## config.mk

```make
export PLATFORM = sky130hd
export DESIGN_NAME = seg_xlate_unit
export DESIGN_NICKNAME = d
export VERILOG_FILES = /design/src/rtl/seg_xlate_pkg.sv /design/src/rtl/seg_xlate_seq.sv /design/src/rtl/seg_xlate_bank.sv /design/src/rtl/seg_xlate_unit.sv
export SDC_FILE = /design/constraint.sdc
export NUM_CORES = 1
export LEC_CHECK = 0
export BUFFER_PORTS_ARGS = -buffer_cell sky130_fd_sc_hd__buf_2
export CORE_MARGIN = 5
export CORE_UTILIZATION = 55
export DETAILED_ROUTE_END_ITERATION = 10
export HOLD_SLACK_MARGIN = 0.02
export PLACE_DENSITY = 0.85
export SLEW_MARGIN = 30
export SYNTH_ARGS = -nofsm -noshare
export SYNTH_HDL_FRONTEND = slang
export SYNTH_SLANG_ARGS = --single-unit
```

## constraint.sdc

```tcl
create_clock -name clk -period 6.9 [get_ports clk]
set_clock_uncertainty 0.05 [all_clocks]
set_input_delay 0.345 -clock clk [delete_from_list [all_inputs] [get_ports clk]]
set_output_delay 0.345 -clock clk [all_outputs]
set_load 0.02 [all_outputs]
```

## src/rtl/seg_xlate_pkg.sv

```systemverilog
package seg_xlate_pkg;
  localparam int SEL_W  = 8;
  localparam int ADDR_W = 12;
  localparam int WORD_W = 32;
  localparam int LEN_W  = SEL_W - 1;

  // one descriptor word: present, table length, table base, page directory
  typedef struct packed {
    logic              present;
    logic [LEN_W-1:0]  vst_len;
    logic [ADDR_W-1:0] vst_base;
    logic [ADDR_W-1:0] pdir;
  } seg_desc_t;

  typedef enum logic [1:0] {
    ST_IDLE   = 2'd0,
    ST_VST_RD = 2'd1,
    ST_GST_RD = 2'd2,
    ST_WBACK  = 2'd3
  } seq_state_t;
endpackage

```

## src/rtl/seg_xlate_seq.sv

```systemverilog
module seg_xlate_seq
  import seg_xlate_pkg::*;
#(
  parameter int                NUM_SREG = 4,
  parameter int                DST_W    = $clog2(NUM_SREG),
  parameter logic [ADDR_W-1:0] GST_BASE = '0
) (
  input  logic              clk,
  input  logic              rst,
  input  logic              req_valid,
  input  logic              req_priv,
  input  logic [SEL_W-1:0]  req_sel,
  input  logic [DST_W-1:0]  req_dst,
  input  logic [LEN_W-1:0]  code_len,
  input  logic [ADDR_W-1:0] code_base,
  input  logic [LEN_W-1:0]  thr_len,
  input  logic [ADDR_W-1:0] thr_base,
  input  logic [WORD_W-1:0] rd_data,
  output logic              busy,
  output logic              rd_en,
  output logic [ADDR_W-1:0] rd_addr,
  output logic              wr_en,
  output logic [DST_W-1:0]  wr_idx,
  output logic [SEL_W-1:0]  wr_sel,
  output logic [WORD_W-1:0] wr_desc,
  output logic              done,
  output logic              fault
);
  seq_state_t        state;
  logic              r_priv, r_flt;
  logic [SEL_W-1:0]  r_sel, r_gsel;
  logic [DST_W-1:0]  r_dst;

  logic [LEN_W-1:0]  idx, tbl_len;
  logic [ADDR_W-1:0] tbl_base;
  logic [SEL_W-1:0]  gsel;
  logic              range_bad, vst_bad;
  seg_desc_t         desc;

  assign idx  = r_sel[LEN_W-1:0];
  assign desc = seg_desc_t'(rd_data);
  assign busy = (state != ST_IDLE);

  always_comb begin
    rd_en     = 1'b0;
    rd_addr   = '0;
    wr_en     = 1'b0;
    range_bad = 1'b0;
    vst_bad   = 1'b0;
    gsel      = r_gsel;
    tbl_len   = r_sel[SEL_W-1] ? thr_len  : code_len;
    tbl_base  = r_sel[SEL_W-1] ? thr_base : code_base;
    case (state)
      ST_VST_RD: begin
        range_bad = (idx >= tbl_len);
        rd_en     = !range_bad;
        rd_addr   = tbl_base + ADDR_W'(idx);
      end
      ST_GST_RD: begin
        vst_bad = !r_priv && !r_flt && !rd_data[WORD_W-1];
        gsel    = r_priv ? r_sel : rd_data[SEL_W-1:0];
        rd_en   = !(r_flt || vst_bad);
        rd_addr = GST_BASE + ADDR_W'(gsel);
      end
      ST_WBACK: wr_en = !r_flt && desc.present;
      default: ;
    endcase
  end

  assign wr_idx  = r_dst;
  assign wr_sel  = r_gsel;
  assign wr_desc = rd_data;

  always_ff @(posedge clk) begin
    if (rst) begin
      state  <= ST_IDLE;
      r_priv <= 1'b0;
      r_flt  <= 1'b0;
      r_sel  <= '0;
      r_gsel <= '0;
      r_dst  <= '0;
      done   <= 1'b0;
      fault  <= 1'b0;
    end else begin
      done  <= 1'b0;
      fault <= 1'b0;
      case (state)
        ST_IDLE: if (req_valid) begin
          r_priv <= req_priv;
          r_sel  <= req_sel;
          r_dst  <= req_dst;
          r_flt  <= 1'b0;
          state  <= req_priv ? ST_GST_RD : ST_VST_RD;
        end
        ST_VST_RD: begin
          r_flt <= range_bad;
          state <= ST_GST_RD;
        end
        ST_GST_RD: begin
          r_gsel <= gsel;
          r_flt  <= r_flt || vst_bad;
          state  <= ST_WBACK;
        end
        default: begin
          done  <= wr_en;
          fault <= !wr_en;
          state <= ST_IDLE;
        end
      endcase
    end
  end
endmodule

```

## src/rtl/seg_xlate_bank.sv

```systemverilog
module seg_xlate_bank
  import seg_xlate_pkg::*;
#(
  parameter int NUM_SREG = 4,
  parameter int DST_W    = $clog2(NUM_SREG)
) (
  input  logic                       clk,
  input  logic                       rst,
  input  logic                       wr_en,
  input  logic [DST_W-1:0]           wr_idx,
  input  logic [SEL_W-1:0]           wr_sel,
  input  logic [WORD_W-1:0]          wr_desc,
  output logic [NUM_SREG*SEL_W-1:0]  sel_flat,
  output logic [NUM_SREG*WORD_W-1:0] desc_flat
);
  for (genvar i = 0; i < NUM_SREG; i++) begin : g_sreg
    logic [SEL_W-1:0]  sel_q;
    logic [WORD_W-1:0] desc_q;
    always_ff @(posedge clk) begin
      if (rst) begin
        sel_q  <= '0;
        desc_q <= '0;
      end else if (wr_en && (wr_idx == DST_W'(i))) begin
        sel_q  <= wr_sel;
        desc_q <= wr_desc;
      end
    end
    assign sel_flat[i*SEL_W +: SEL_W]    = sel_q;
    assign desc_flat[i*WORD_W +: WORD_W] = desc_q;
  end
endmodule

```

## src/rtl/seg_xlate_unit.sv

```systemverilog
module seg_xlate_unit
  import seg_xlate_pkg::*;
#(
  parameter int                NUM_SREG = 4,
  parameter int                DST_W    = $clog2(NUM_SREG),
  parameter logic [ADDR_W-1:0] GST_BASE = '0
) (
  input  logic                       clk,
  input  logic                       rst,
  input  logic                       req_valid,
  input  logic                       req_priv,
  input  logic [SEL_W-1:0]           req_sel,
  input  logic [DST_W-1:0]           req_dst,
  output logic                       busy,
  output logic                       mem_rd_en,
  output logic [ADDR_W-1:0]          mem_rd_addr,
  input  logic [WORD_W-1:0]          mem_rd_data,
  output logic [NUM_SREG*SEL_W-1:0]  seg_sel_o,
  output logic [NUM_SREG*WORD_W-1:0] seg_desc_o,
  output logic                       load_done,
  output logic                       load_fault
);
  logic              wr_en;
  logic [DST_W-1:0]  wr_idx;
  logic [SEL_W-1:0]  wr_sel;
  logic [WORD_W-1:0] wr_desc;
  seg_desc_t         code_d, thr_d;

  // register 0 = code, register 1 = thread state
  assign code_d = seg_desc_t'(seg_desc_o[0 +: WORD_W]);
  assign thr_d  = seg_desc_t'(seg_desc_o[WORD_W +: WORD_W]);

  seg_xlate_seq #(.NUM_SREG(NUM_SREG), .DST_W(DST_W), .GST_BASE(GST_BASE)) u_seq (
    .clk(clk), .rst(rst),
    .req_valid(req_valid), .req_priv(req_priv), .req_sel(req_sel), .req_dst(req_dst),
    .code_len(code_d.vst_len), .code_base(code_d.vst_base),
    .thr_len(thr_d.vst_len), .thr_base(thr_d.vst_base),
    .rd_data(mem_rd_data), .busy(busy), .rd_en(mem_rd_en), .rd_addr(mem_rd_addr),
    .wr_en(wr_en), .wr_idx(wr_idx), .wr_sel(wr_sel), .wr_desc(wr_desc),
    .done(load_done), .fault(load_fault)
  );

  seg_xlate_bank #(.NUM_SREG(NUM_SREG), .DST_W(DST_W)) u_bank (
    .clk(clk), .rst(rst),
    .wr_en(wr_en), .wr_idx(wr_idx), .wr_sel(wr_sel), .wr_desc(wr_desc),
    .sel_flat(seg_sel_o), .desc_flat(seg_desc_o)
  );
endmodule

```

; ---- Yosys cells after proc, flatten, opt, wreduce, memory -nomap -nowiden
; Cells that the tools add are included.
[word_totals]
reg_bits = 184
latch_bits = 0
mem_bits_rw = 0
rom_bits = 0
inputBits = 46
out_inout_bits = 176
word_cells = 59
mem_count = 0
[op_classes]
n_addsub = 1
mul = 0
div_mod_pow = 0
order_cmp = 1
eq_ne = 7
shifts = 0
n_mux = 12
bitwise = 0
n_reduce_logical = 22
[op_table]
columns = op, n
row1 = 12-bit one-hot mux with 2 select lines, 1
row2 = 12-bit by 7-bit adder with 12-bit output, 1
row3 = 12-bit two-way mux, 1
row4 = 2-bit == test (second input constant), 4
row5 = 8-bit two-way mux, 1
row6 = 7-bit >= comparator, 1
row7 = 1-bit logical AND, 7
row8 = 7-bit two-way mux, 1
row9 = 1-bit logical NOT, 6
row10 = 2-bit one-hot mux with 3 select lines, 1
row11 = 2-bit by 1-bit == test with 1-bit output (second input constant), 2
row12 = 2-bit logical NOT, 2
row13 = 2-bit two-way mux, 2
row14 = 2-bit AND reduction, 2
row15 = 4-bit OR reduction, 1
row16 = 1-bit two-way mux, 3
row17 = 1-bit one-hot mux with 3 select lines, 1
row18 = 3-bit nonzero test, 1
row19 = 1-bit logical OR, 2
row20 = 2-bit != test (second input constant), 1
row21 = 1-bit one-hot mux with 2 select lines, 1
row22 = 2-bit nonzero test, 1

; ---- Logic depth before layout (Yosys ltp)
; Gate-level depths: netlist of run 1.
[depth]
ltp_word = 6
ltp_mapped = 10
mapped_depth_nobuf = 8

; ---- Hierarchy
; Synthesis of run 1 repeated with hierarchy kept, for this count alone.
[hier_totals]
hier_cells = 830
area_unflattened_um2 = 8438.1
[modules_own_cells]
columns = mod, instances, cells_each, area_each_um2, seq_area_each_um2
row1 = seg_xlate_bank, 1, 566, 6303.5, 3203.1
row2 = seg_xlate_seq, 1, 264, 2134.5, 480.5

; ---- Worst setup path after synthesis of run 1
; OpenSTA, ideal clock, no wires.
[synth_timing]
path_type = reg2out
from = register u_seq.r_sel[7]
to = output port mem_rd_addr[7]
arrival_time_ps = 2488
required_time_ps = 6505
slack_ps = 4017
stages_incl_launch_ff = 11
path_buffers = 3
path_cell_list = dfxtp_1 > buf_2 > buf_4 > buf_2 > mux2_2 > ha_1 > nand2_1 > a211oi_1 > nor2_1 > xor2_1 > o22ai_1
[synth_via]
elab_chain_len = 3
word_cells_on_any_way = 4
cone_classes = add/sub: 1 / mux: 3
[synth_lines]
columns = item, line_no
row1 = from (decl), seg_xlate_seq.sv:31  ; logic [SEL_W-1:0] r_sel, r_gsel;
row2 = from (signal assigned), seg_xlate_seq.sv:90  ; r_sel <= req_sel;
row3 = 12-bit two-way mux, seg_xlate_seq.sv:52  ; tbl_base = r_sel[SEL_W-1] ? thr_base : code_base;
row4 = 12-bit by 7-bit adder with 12-bit output, seg_xlate_seq.sv:57  ; rd_addr = tbl_base + ADDR_W'(idx);
row5 = 12-bit one-hot mux with 2 select lines *, seg_xlate_seq.sv:53  ; case (state)
row6 = to (decl), seg_xlate_unit.sv:16  ; output logic [ADDR_W-1:0] mem_rd_addr,
; Every way passes the cells marked *; elsewhere a longest branch is shown, timed or not.

; ---- Final worst setup path of run 1
[layout_timing]
from = register u_seq.r_sel[7]
to = output port mem_rd_addr[6]
[layout_via]
elab_chain_len = 3
[layout_lines]
columns = item, line_no
row1 = 12-bit two-way mux, seg_xlate_seq.sv:52
row2 = 12-bit by 7-bit adder with 12-bit output, seg_xlate_seq.sv:57
row3 = 12-bit one-hot mux with 2 select lines, seg_xlate_seq.sv:53
; Every way passes these cells.

==> impl_metrics.yaml, run 1 <==
place:
  placedCellCount: 1266
  gp_congestion: 0.861
  place_hpwl_um: 14400
  port_buffers: 221
setup_path:
  endpoint_kind: "output port"
  path_class: "reg -> out"
  r2r-start: "u_seq.state[1]$_SDFFE_PP0P_"
  crit_path_max_fanout: 23
  worstPathArrival_ns: 3.16
  crit_path_end: "mem_rd_addr[6]"
  r2r_setup_slack_ns: 4.53
  rr_endpoint: "u_bank.g_sreg[0].sel_q[6]$_SDFFE_PP0P_"
  critPathLaunch: "u_seq.r_sel[7]$_SDFFE_PP0P_"
  required_ns: 6.50
  crit_top_cell: "a21oi_1"
  critPathMaxStageDelay_ns: 0.69
  startpoint_type: "register"
  path_cells: "mux2_2, ha_1, fa_1, a21oi_1, o21ai_0, a21oi_1, xor2_1, o22ai_1, buf_2"
  crit_slowest_cell: "dfxtp_2"
  r2r_cells: 6
synth:
  syn_area_um2: 7360
  yosysTopAreaCell: "dfxtp_1"
  synth_fa_ha_area_share_pct: 3.33
  synth_top_family_by_area: "simple AND/OR/NAND/NOR gates"
  avgSynthCellArea_um2: 7.94
  seq_area_frac_synth_pct: 50.1
  yosys_warnings: 0
  ys_types: 42
  synth_cells: 927
  synth_xor_area_share_pct: 1.19
  synth-simple-area-share_pct: 22.0
  synth.area.mux_share_pct: 4.17
  synth.top_cell.area_share_pct: 50.1
  synth.area.top_cells: "dfxtp_1 (50%), nand2_1 (18%), a21oi_1 (12%)"
  async_flop_share_pct: 0
  syn_nets: 992
  synth_ff_type: "dfxtp_1"
  synth_compound_area_share_pct: 14.9
  synth_edf_count: 0
  ys_seq_elements: 184
pwr:
  peakVddDrop_v: 0.000169
  power_density_nw_per_um2: 258
  power.leakage_uw: 0.00379
floorplan:
  initial_core_util_pct: 55.8
  die_x_um: 126
  rows: 42
  dieArea_um2: 15800
  coreArea_um2: 13200
  die_y_um: 126
  ios: 222
timing:
  fin_crit_sh_pct: 51.5
  clock.fmax_ghz: 0.281
  slew_viol_final: 0
  setup_tns_ns: 0
  rsz0062_at_grt: "no"
  hold_viol_final: 0
  maxSlewHeadroom_pct: 34.2
  period_minus_slack_ns: 3.55
  worst_pin_slew_ns: 0.983
  finalSetupViolCount: 0
clocking:
  clk_pin_slew_ns: 0.06
  clock_sinks: 184
  post_cts_resized: 0
  htreeDepth: 4
  cts_root_buf: "clkbuf_16"
  holdBufCountCts: 0
  cts_buffer_depth: 2
  cts_tree: "yes"
  cts-buffers-inserted: 17
  post_cts_buffers: 0
  clock_latency_ns: 0.42
finish:
  multiInputGateArea_um2: 3370
  final-instance-count-excl-fill: 1299
  regArea_um2: 3680
  nets: 1174
  drive_gt1_share_pct: 24.6
  area_growth_pct: 22.8
  fillers: 1091
status:
  outcome: "complete, no violations"
routing:
  drtIter0Drc: 554
  viasPerCell: 5.38
  drc: 0
  drt_first_pass_iters: 5
  drtAntennaViolNets: 0
  wl_per_cell_um: 16.0
  vias: 6987
  drt-total-wl_um: 20800
global_route:
  grt_pass1_vias: 6608
  grt_usage_pct: 25.9
  antenna_found_initial: 1
  grt_max_degree: 125
  overflow: 0
  grt_pass1_wl_um: 33200
run:
  max_cap_viol_count: 0
hold_path:
  min_path_type: "in -> reg"
## metal layers
| metal | GRT usage [%] | vias to the layer above | wire length (um) | part of all wire, % |
|---|---|---|---|---|
| met2 | 43.3 | 291 | 9930 | 48 |
| met5 | 0 | - | 0 | 0 |
| met3 | 8.21 | 60 | 1820 | 8.8 |
| met4 | 11.8 | 0 | 779 | 3.7 |
| li1 | - | 3416 | - | - |
| met1 | 30.4 | 3220 | 8260 | 40 |
## cell usage after synthesis, types with 2 or more instances
master    number
mux2_2        13
nand4_1        2
and3_1         2
dfxtp_1      184
o21ai_0        6
ha_1          18
clkbuf_1      32
buf_2         22
nor4_1         2
nand2_1      350
a21oi_1      180
a21boi_0       4
nand2b_1       4
buf_4          7
xnor2_1        5
nand3_1        6
o22ai_1        4
nand3b_1       2
inv_1          5
nor2_1        29
mux2i_1       16
and2_1         4
xor2_1         5
a211oi_1       7
## how the worst min path moves through the flow
stage,from,endpoint,slack [ns],cells past startpoint
finish,req_sel[7],u_seq.r_sel[7]$_SDFFE_PP0P_,0.10,3
global route,req_dst[1],u_seq.wr_idx[1]$_SDFFE_PP0P_,0.1,3
CTS,req_sel[7],u_seq.r_sel[7]$_SDFFE_PP0P_,0.09,3
detailed placement,u_bank.g_sreg[2].desc_q[24]$_SDFFE_PP0P_,u_bank.g_sreg[2].desc_q[24]$_SDFFE_PP0P_,0.39,2
global placement,u_bank.g_sreg[3].desc_q[3]$_SDFFE_PP0P_,u_bank.g_sreg[3].desc_q[3]$_SDFFE_PP0P_,0.39,2
floorplan,u_seq.r_sel[0]$_SDFFE_PP0P_,u_seq.r_sel[0]$_SDFFE_PP0P_,0.41,2
## power by group
| part | switching (uW) | internal, uW | total (uW) |
|---|---|---|---|
| Combinational | 147 | 89.9 | 237 |
| Clock | 390 | 560 | 950 |
| Sequential | 50.3 | 1090 | 1140 |
## logic make-up after synthesis
family	count (synthesis)
and+or+nand+nor	408
AOI/OAI and AO/OA	208
adders and majority gates	19
buffers and inverters	69
DFF	184
muxes	29
xor gates and xnor gates	10
## registers in the layout, indices dropped and copies added (netlist names)
| name | cells |
|---|---|
| u_seq.state | 2 |
| u_seq.r_flt | 1 |
| u_seq.wr_sel | 8 |
| u_seq.wr_idx | 2 |
| u_seq.fault | 1 |
| u_seq.r_sel | 8 |
| u_seq.done | 1 |
| u_bank.g_sreg.sel_q | 32 |
| u_bank.g_sreg.desc_q | 128 |
| u_seq.r_priv | 1 |
## final cells by class
| type | instances | share of cell area [%] |
|---|---|---|
| well taps | 176 | 2.44 |
| inverters | 5 | 0.208 |
| clock buffers | 24 | 5.33 |
| repair buffers | 227 | 12.8 |
| multi-input cells | 674 | 37.3 |
| clock inverters | 8 | 1.05 |
| flip-flops and latches | 184 | 40.8 |
| diodes | 1 | 0.0277 |
## critical path, delay by kind of cell (launching register included)
| family | cells | cell delay (ns) |
|---|---|---|
| flops | 1 | 0.69 |
| compound gates | 4 | 0.66 |
| buf+inv | 1 | 0.19 |
| xor+xnor | 1 | 0.18 |
| mux | 1 | 0.40 |
| fa+ha+maj | 2 | 0.61 |
## placed cells by master (no fill, tap or decap), types with 5 or more instances in the layout
| cell | n |
|---|---|
| clkbuf_16 | 17 |
| mux2_2 | 13 |
| inv_1 | 5 |
| buf_4 | 6 |
| o21ai_0 | 6 |
| xnor2_1 | 5 |
| dfxtp_1 | 183 |
| nand3_1 | 5 |
| buf_2 | 220 |
| xor2_1 | 5 |
| mux2i_1 | 16 |
| nand2_1 | 350 |
| nor2_1 | 29 |
| a211oi_1 | 7 |
| ha_1 | 18 |
| a21oi_1 | 180 |
## metrics by stage
stage	power [uW]	hold WS [ns]	worst slack [ns]	instance area, um2	utilization, %
after floorplan	1310	0.413	4.02	7360	-
after global routing	2410	0.0963	3.13	9030	68.5
after global placement	1390	0.388	3.45	8450	64.1
after detailed placement	1400	0.393	3.81	8460	64.1
after CTS	2340	0.0914	3.34	9030	68.5
final	2330	0.104	3.35	9030	68.5
Power figures use the tool's default switching activity.
==> run 2, diff against run 1 <==
--- a/config.mk
+++ b/config.mk
@@ -7,10 +7,10 @@
 export LEC_CHECK = 0
 export BUFFER_PORTS_ARGS = -buffer_cell sky130_fd_sc_hd__buf_2
 export CORE_MARGIN = 5
-export CORE_UTILIZATION = 55
+export CORE_UTILIZATION = 46
 export DETAILED_ROUTE_END_ITERATION = 10
 export HOLD_SLACK_MARGIN = 0.02
-export PLACE_DENSITY = 0.85
+export PLACE_DENSITY = 0.75
 export SLEW_MARGIN = 30
 export SYNTH_ARGS = -nofsm -noshare
 export SYNTH_HDL_FRONTEND = slang
==> constraint.sdc (replaced) <==
create_clock -name clk -period 3.2 [get_ports clk]
set_clock_uncertainty 0.05 [all_clocks]
set_input_delay 0.16 -clock clk [delete_from_list [all_inputs] [get_ports clk]]
set_output_delay 0.16 -clock clk [all_outputs]
set_load 0.02 [all_outputs]
==> run 2 against run 1 <==
  * Die area up 18%
  * Wire length up 9.4%
  * Final cell count up 6.5%
  * Register-to-register slack worse by 3.6 ns
  * Count of clock-buffer cells in the layout unchanged
  * Via count up 0.84%
  * Design area up 5.7%
  * Setup slack worse by 3.2 ns
  * Sequential cell count unchanged
  * Global-route usage down 1.8 points
  * Largest cell class unchanged
==> impl_metrics.yaml, run 2 (same netlist as run 1, synthesis figures left out) <==
finish:
  final_cell_mix: "nand2_1 (350), buf_2 (220), dfxtp_1 (183)"
  antennaDiodeCount: 0
  final_cell_area_um2: 9550
  reg_top3: "u_bank.g_sreg.desc_q x128, u_bank.g_sreg.sel_q x32"
  multiInputGateArea_um2: 3380
  fin_util_pct: 60.6
  drive_gt1_share_pct: 24.0
  largest_reg_flops: 128
  layout_commonest_cell: "nand2_1"
  fillers: 1431
  area_growth_pct: 29.8
  regArea_um2: 3680
  nets: 1221
  largest_register: "u_bank.g_sreg.desc_q"
setup_path:
  startpoint_type: "register"
  critPathLaunch: "u_seq.r_sel[7]$_SDFFE_PP0P_"
  required_ns: 2.99
  path_cells: "mux2_2, ha_1, fa_1, a21oi_1, o21ai_0, a21oi_1, xor2_1, o22ai_1, buf_2"
  crit_path_max_fanout: 5
  crit_top_cell: "a21oi_1"
  worstPathArrival_ns: 2.80
  path_class: "reg -> out"
  crit_buf_inv: 1
  r2r_setup_slack_ns: 0.93
  crit_slowest_cell: "fa_1"
  critPathMaxStageDelay_ns: 0.40
  worst-path-stages: 9
  cp_top_family: "compound AO/OA/AOI/OAI gates"
  endpoint_kind: "output port"
  r2r_cells: 6
  r2r-start: "u_seq.state[0]$_SDFFE_PP0P_"
floorplan:
  initial_core_util_pct: 46.7
  die_x_um: 136
  ios: 222
  rows: 46
  coreArea_um2: 15800
  dieArea_um2: 18600
  die_y_um: 136
place:
  pre_cts_ws_ns: 0.487
  port_buffers: 221
  gp_congestion: 0.870
  place_hpwl_um: 15100
  place_area_um2: 8550
global_route:
  grt_pass1_wl_um: 35300
  grt_usage_pct: 24.1
  grt_max_degree: 85
  antenna_found_initial: 0
  overflow: 0
  grt_pass1_vias: 6799
pwr:
  power_density_nw_per_um2: 529
  peakVddDrop_v: 0.000356
  power.leakage_uw: 0.00399
clocking:
  htreeDepth: 4
  clock_sinks: 184
  cts_buffer_depth: 2
  clock_latency_ns: 0.41
  post_cts_buffers: 0
  cts_tree: "yes"
  cts-buffers-inserted: 17
  cts_root_buf: "clkbuf_16"
  clk_pin_slew_ns: 0.07
hold_path:
  holdPathStages: 3
  min_from: "mem_rd_data[31]"
  min_path_type: "in -> reg"
routing:
  vias: 7046
  viasPerCell: 5.09
  drc: 0
  drtIter0Drc: 415
  drt_first_pass_iters: 5
  wl_per_cell_um: 16.4
  drtAntennaViolNets: 0
  drt-total-wl_um: 22700
timing:
  fin_crit_sh_pct: 94.2
  timing.hold.ws_ns: 0.0651
  finalWorstSetupSlack_ns: 0.187
  worst_pin_slew_ns: 0.918
  clock.fmax_ghz: 0.332
  finalSetupViolCount: 0
  slew_viol_final: 0
  hold_viol_final: 0
  setup_tns_ns: 0
  rsz0062_at_grt: "no"
  period_minus_slack_ns: 3.01
  maxSlewHeadroom_pct: 38.8
run:
  max_cap_viol_count: 0
status:
  outcome: "complete, no violations"
-- run 2: metrics by stage --
| stage | instances | total power (uW) |
|---|---|---|
| floorplan | 927 | 2830 |
| global placement | 1311 | 3030 |
| detailed placement | 1311 | 3040 |
| CTS | 1384 | 5080 |
| global route | 1384 | 5250 |
| finish | 1384 | 5050 |
-- run 2: area by class of cell --
cell class                 instances  area share [%]
sequential                       184            38.6
multi-input combinational        674            35.4
timing repair buffer             274            17.1
clock buffer                      24            4.83
tap                              216            2.83
clock inverter                     7            1.01
inverter                           5           0.197
-- run 2: final timing paths --
kind	end
max reg2reg	u_bank.g_sreg[3].desc_q[25]$_SDFFE_PP0P_
max	mem_rd_addr[6]
min	u_seq.done$_SDFF_PP0_
min reg2reg	u_bank.g_sreg[3].sel_q[3]$_SDFFE_PP0P_
-- run 2: power by group --
part | total (uW) | switching (uW) | leakage [uW] | internal, uW
sequential | 2450 | 101 | 0.00149 | 2350
combinational | 580 | 346 | 0.00223 | 234
clock | 2020 | 848 | 0.000272 | 1170
total | 5050 | 1300 | 0.00399 | 3750
-- run 2: repair_timing --
item / in CTS / in global routing
endpoints found under the hold margin: 135 / 0
endpoints found under the setup margin: 0 / 6
hold buffers: 42 / 0
resized for setup: 0 / 5
-- run 2: layer usage --
layer  vias up  GRT usage, %  share of wire (%)
li1       3501             -                  -
met1      3229          28.2                 41
met2       277          42.1                 49
met3        39          6.74                7.4
met4         0          8.45                2.7
met5         -             0                  0
-- run 2: worst register-to-register path: stages, from the launching register on --
cell and delay, ns:
dfxtp_1 0.42, ha_1 0.30, nand2_1 0.09, nor2_2 0.18, and3_2 0.83, nand2_1 0.14
a21oi_1 0.18
